File: src/rtl/hilo_pkg.sv
package hilo_pkg;

    localparam int DATA_W = 32;
    localparam int ACC_W  = 2 * DATA_W;

    typedef enum logic [2:0] {
        OPK_MUL  = 3'd0,
        OPK_NMUL = 3'd1,
        OPK_MADD = 3'd2,
        OPK_MSUB = 3'd3
    } op_kind_e;

    typedef struct packed {
        logic [2:0]        op;
        logic              is_signed;
        logic              want_hi;
        logic [DATA_W-1:0] a;
        logic [DATA_W-1:0] b;
    } mac_req_t;

    function automatic logic op_is_known(input logic [2:0] code);
        return code[2] == 1'b0;
    endfunction

endpackage

File: src/rtl/hilo_product.sv
module hilo_product
    import hilo_pkg::*;
#(
    parameter int W = DATA_W
) (
    input  logic [W-1:0]   a,
    input  logic [W-1:0]   b,
    input  logic           is_signed,
    output logic [2*W-1:0] product
);
    logic [2*W-1:0] ext_a;
    logic [2*W-1:0] ext_b;

    always_comb begin
        ext_a = {{W{is_signed & a[W-1]}}, a};
        ext_b = {{W{is_signed & b[W-1]}}, b};
    end

    // The low 2W bits of the extended product are correct in both signed and unsigned forms.
    assign product = ext_a * ext_b;

endmodule

File: src/rtl/hilo_combine.sv
module hilo_combine
    import hilo_pkg::*;
#(
    parameter int AW = ACC_W
) (
    input  logic [2:0]    op,
    input  logic [AW-1:0] acc,
    input  logic [AW-1:0] product,
    output logic [AW-1:0] next_acc
);
    always_comb begin
        case (op_kind_e'(op))
            OPK_MUL:  next_acc = product;
            OPK_NMUL: next_acc = '0 - product;
            OPK_MADD: next_acc = acc + product;
            OPK_MSUB: next_acc = acc - product;
            default:  next_acc = acc;
        endcase
    end
endmodule

File: src/rtl/hilo_acc_regs.sv
module hilo_acc_regs
    import hilo_pkg::*;
#(
    parameter int W = DATA_W
) (
    input  logic           clk,
    input  logic           rst,
    input  logic           accept,
    input  logic           want_hi,
    input  logic [2*W-1:0] next_acc,
    input  logic           hi_wr_en,
    input  logic [W-1:0]   hi_wr_data,
    input  logic           lo_wr_en,
    input  logic [W-1:0]   lo_wr_data,
    output logic [W-1:0]   hi_q,
    output logic [W-1:0]   lo_q,
    output logic [W-1:0]   result_q,
    output logic           valid_q
);
    always_ff @(posedge clk) begin
        if (rst) begin
            hi_q     <= '0;
            lo_q     <= '0;
            result_q <= '0;
            valid_q  <= 1'b0;
        end else begin
            valid_q <= accept;
            if (accept) begin
                hi_q     <= next_acc[2*W-1:W];
                lo_q     <= next_acc[W-1:0];
                result_q <= want_hi ? next_acc[2*W-1:W] : next_acc[W-1:0];
            end else begin
                if (hi_wr_en) hi_q <= hi_wr_data;
                if (lo_wr_en) lo_q <= lo_wr_data;
            end
        end
    end


    valid_follows_accept_chk: assert property (@(posedge clk) disable iff (rst)
        accept |=> valid_q);

    no_spurious_valid_chk: assert property (@(posedge clk) disable iff (rst)
        !accept |=> !valid_q);

    result_half_chk: assert property (@(posedge clk) disable iff (rst)
        accept |=> (result_q == ($past(want_hi) ? hi_q : lo_q)));

    split_halves_chk: assert property (@(posedge clk) disable iff (rst)
        accept |=> ({hi_q, lo_q} == $past(next_acc)));

    hi_write_chk: assert property (@(posedge clk) disable iff (rst)
        (!accept && hi_wr_en) |=> (hi_q == $past(hi_wr_data)));

    lo_write_chk: assert property (@(posedge clk) disable iff (rst)
        (!accept && lo_wr_en) |=> (lo_q == $past(lo_wr_data)));

    idle_hold_chk: assert property (@(posedge clk) disable iff (rst)
        (!accept && !hi_wr_en && !lo_wr_en) |=> ($stable(hi_q) && $stable(lo_q) && $stable(result_q)));

endmodule

File: src/rtl/hilo_mac_top.sv
module hilo_mac_top
    import hilo_pkg::*;
(
    input  logic        clk,
    input  logic        rst,
    input  logic        start,
    input  logic [2:0]  op,
    input  logic        is_signed,
    input  logic        want_hi,
    input  logic [31:0] opa,
    input  logic [31:0] opb,
    input  logic        hi_wr_en,
    input  logic [31:0] hi_wr_data,
    input  logic        lo_wr_en,
    input  logic [31:0] lo_wr_data,
    output logic [31:0] hi_out,
    output logic [31:0] lo_out,
    output logic [31:0] result,
    output logic        result_valid
);
    mac_req_t         req;
    logic             accept;
    logic [ACC_W-1:0] product;
    logic [ACC_W-1:0] next_acc;
    logic [DATA_W-1:0] hi_q;
    logic [DATA_W-1:0] lo_q;

    assign req    = '{op: op, is_signed: is_signed, want_hi: want_hi, a: opa, b: opb};
    assign accept = start && op_is_known(req.op);

    hilo_product #(.W(DATA_W)) u_product (
        .a         (req.a),
        .b         (req.b),
        .is_signed (req.is_signed),
        .product   (product)
    );

    hilo_combine #(.AW(ACC_W)) u_combine (
        .op       (req.op),
        .acc      ({hi_q, lo_q}),
        .product  (product),
        .next_acc (next_acc)
    );

    hilo_acc_regs #(.W(DATA_W)) u_regs (
        .clk        (clk),
        .rst        (rst),
        .accept     (accept),
        .want_hi    (req.want_hi),
        .next_acc   (next_acc),
        .hi_wr_en   (hi_wr_en),
        .hi_wr_data (hi_wr_data),
        .lo_wr_en   (lo_wr_en),
        .lo_wr_data (lo_wr_data),
        .hi_q       (hi_q),
        .lo_q       (lo_q),
        .result_q   (result),
        .valid_q    (result_valid)
    );

    assign hi_out = hi_q;
    assign lo_out = lo_q;


    reserved_code_quiet_chk: assert property (@(posedge clk) disable iff (rst)
        (start && op[2]) |=> !result_valid);

    plain_mul_chk: assert property (@(posedge clk) disable iff (rst)
        (accept && op == 3'd0) |=> ({hi_out, lo_out} == $past(product)));

endmodule

File: config.mk
export PLATFORM = sky130hd
export DESIGN_NAME = hilo_mac_top
export DESIGN_NICKNAME = d
export VERILOG_FILES = /design/src/rtl/hilo_pkg.sv /design/src/rtl/hilo_product.sv /design/src/rtl/hilo_combine.sv /design/src/rtl/hilo_acc_regs.sv /design/src/rtl/hilo_mac_top.sv
export SDC_FILE = /design/constraint.sdc
export NUM_CORES = 2
export LEC_CHECK = 0
export BUFFER_PORTS_ARGS = -buffer_cell sky130_fd_sc_hd__buf_4
export CAP_MARGIN = 20
export CORE_ASPECT_RATIO = 1.75
export CORE_MARGIN = 1.5
export CORE_UTILIZATION = 45
export DETAILED_ROUTE_END_ITERATION = 12
export PLACE_DENSITY_LB_ADDON = 0.12
export SYNTH_ARGS = -nofsm -noshare
export SYNTH_HDL_FRONTEND = slang
export SYNTH_SLANG_ARGS = --single-unit
File: constraint.sdc
create_clock -name clk -period 14 [get_ports clk]
set_input_delay 0 -clock clk [delete_from_list [all_inputs] [get_ports clk]]
set_output_delay 0 -clock clk [all_outputs]
set_load 0.005 [all_outputs]
==> results.sh <==
export IMPL_synth_top_cell_by_area="fa_1"
export IMPL_setup_viol=0
export IMPL_postCtsResizedCells=0
export IMPL_clockRootBuffer="clkbuf_16"
export IMPL_synth_mux_area_fraction=0.01300
export IMPL_setup_tns_ns=0
export IMPL_nets=7378
export IMPL_cts_made_buffers=9
export IMPL_route_vias_total=41500
export IMPL_cts_setup_buffers=0
export IMPL_clk_pin_slew_worst_paths_ns=0.08
export IMPL_holdPathStages=3
export IMPL_slowest_stage="and2_1"
export IMPL_dieArea_um2=113300
export IMPL_crit_family="adder cells"
export IMPL_outcome="complete, no violations"
export IMPL_critPathArrivalTime_ns=12.94
export IMPL_ant_nets=0
export IMPL_syn2layout_area_growth_pct=6.606
export IMPL_ys_ff_latch=97
export IMPL_synthSimpleGateAreaFrac=0.1724
export IMPL_netlist_cell_type_count=98
export IMPL_synthCells=5857
export IMPL_hold_viol_final=0
export IMPL_grtUsageTotal=0.3278
export IMPL_max_clock_freq_mhz=78.92
export IMPL_maxCapViolCount=0
export IMPL_synth_area_per_cell_um2=8.547
export IMPL_syn_nets=7397
export IMPL_clock_path_buffers=2
export IMPL_critical_path_class="in -> reg"
export IMPL_die_x_um=255.1
export IMPL_fin_crit_sh=0.9050
export IMPL_synth_edf_count=0
export IMPL_ctsHoldBuffers=31
export IMPL_hold_path_class="in -> reg"
export IMPL_cp_required_ns=14.27
export IMPL_async_flop_share=0
export IMPL_first_pass_iters=7
export IMPL_max_slew_worst_pin_slew_ns=1.304
export IMPL_slew_headroom=0.1310
export IMPL_reg2reg_depth=16
export IMPL_first_iter_violations=2637
export IMPL_synth_compound_area_frac=0.1065
export IMPL_synth_top_family_by_area="adder cells"
export IMPL_start_util=0.4543
export IMPL_antenna_found_initial=4
export IMPL_grt_overflow_total=0
export IMPL_clk_latency_ns=0.38
export IMPL_cts_tree="yes"
export IMPL_avgViaCountPerCell=5.674
export IMPL_netlist_area_um2=50060
export IMPL_core_area_um2=110200
export IMPL_synthAdderAreaFrac=0.5193
export IMPL_port_buffer_count=234
export IMPL_drc=0
export IMPL_synth_xor_area_frac=0.04007
export IMPL_fin_skew_ns=0.01707
export IMPL_cp_max_fo=53
export IMPL_h_tree_depth=3
export IMPL_grt_pass1_vias=44930
export IMPL_yosysTopAreaCellShare=0.4503
export IMPL_drive_gt1_frac=0.06435
export IMPL_num_rows=161
export IMPL_min_period_ns=12.67
export IMPL_clock_sinks=97
export IMPL_synth_area_top_cells="fa_1 (45%), inv_1 (8.3%), ha_1 (6.9%), nand2_1 (6.4%), and2_1 (4.8%)"
export IMPL_grt_max_degree=90
export IMPL_drt_wirelength_per_cell_um=24.86
export IMPL_worst_setup_path_start_kind="input pin"
export IMPL_endpoint_kind="flip-flop"
export IMPL_io_pins=235
export IMPL_drt_total_wl_um=181800
export IMPL_seq_area_frac_synth=0.03879
export IMPL_worst_path_stages=42
export IMPL_place_hpwl_um=142500
export IMPL_critPathMaxStageDelay_ns=0.65
export IMPL_synth_yosys_warnings=0
export IMPL_grt_first_pass_wirelength_um=273700
export IMPL_path_common_cell="fa_1"
export IMPL_crit_buf_inv=6
export IMPL_ys_flop_type="dfxtp_1"
export IMPL_place_congestion=1.021
export IMPL_die_y_um=444.2
export IMPL_maxSlewViolCount=0
export IMPL_rsz0062_at_grt="no"
==> layout by cell type (no fill, tap or decap), drive strengths merged, types with 43 or more instances in the layout <==
cell    netlist  final
a21o         73     73
o21ai       178    178
and3         43     43
and2        388    388
nor3         65     65
nor2        203    203
dfxtp        97     97
a211oi       91     91
nand2       848    848
buf          28    282
nand3        47     47
inv        1110   1113
mux2i        56     56
xnor2       145    145
ha          276    276
a21oi       191    191
xor2         84     84
fa         1126   1126
nand4        43     43
==> flip-flops by register name, summed over array words and instances (netlist names) <==
register	count
u_regs.lo_q	32
u_regs.valid_q	1
u_regs.hi_q	32
u_regs.result_q	32
==> cells by family after synthesis <==
group / after synthesis
buf+inv: 1459
fa+ha+maj: 1402
mux: 64
xor+xnor: 229
simple gates: 1803
compound gates: 803
flops: 97
==> synthesized netlist by cell type (all sizes together), types with 25 or more instances <==
master,number
nor3,65
inv,1110
xnor2,145
nand2,848
nor2b,34
o21ai,178
buf,28
nor2,203
o21a,25
o211ai,33
a211oi,91
mux2i,56
xor2,84
a21oi,191
a31oi,28
and2,388
or2,29
ha,276
a21o,73
nand4,43
nand3,47
and3,43
clkbuf,319
dfxtp,97
fa,1126
==> cell type report <==
cell class	instances	area, um^2
multi-input combinational	4301	42650
fill	10850	56820
inverter	1112	4174
antenna	4	10.01
clock buffer	10	229.0
tap	1467	1836
clock inverter	6	73.82
sequential	97	1942
timing repair buffer	317	2455
==> per-layer routing <==
layer | global-route usage | part of all wire
met2 | 0.5906 | 0.51
met5 | 0 | 0.000083
met1 | 0.3617 | 0.35
met4 | 0.2202 | 0.081
met3 | 0.03043 | 0.053
==> tightest hold or removal path, cell delays in order <==
cell and delay, ns:
buf_4 0.11, mux2i_1 0.14, a211oi_1 0.09
==> through the flow <==
stage / worst slack (ns) / instance area, um^2 / std cells / hold slack (ns) / util
floorplan: 3.034 / 50060 / 5857 / 0.1737 / -
global placement: 1.108 / 52710 / 7258 / 0.2813 / 0.4783
detailed placement: 1.005 / 52720 / 7259 / 0.2844 / 0.4784
CTS: 1.406 / 53330 / 7306 / 0.0008531 / 0.4840
global route: 0.6371 / 53360 / 7313 / 0.005990 / 0.4843
finish: 1.329 / 53370 / 7314 / 0.004330 / 0.4843
==> worst paths after layout <==
path	from	to	slack [ns]
worst min-delay path	hi_wr_data[28]	u_regs.hi_q[28]$_SDFFE_PP0P_	0.004
worst min register to register	u_regs.result_q[30]$_SDFFE_PP0P_	u_regs.result_q[30]$_SDFFE_PP0P_	0.49
worst max-delay path	opa[31]	u_regs.result_q[30]$_SDFFE_PP0P_	1.33
worst max register to register	u_regs.lo_q[0]$_SDFFE_PP0P_	u_regs.result_q[30]$_SDFFE_PP0P_	9.14
Power is not shown: default switching activity piles up to over one toggle a cycle in this logic, so the estimate is an artifact.
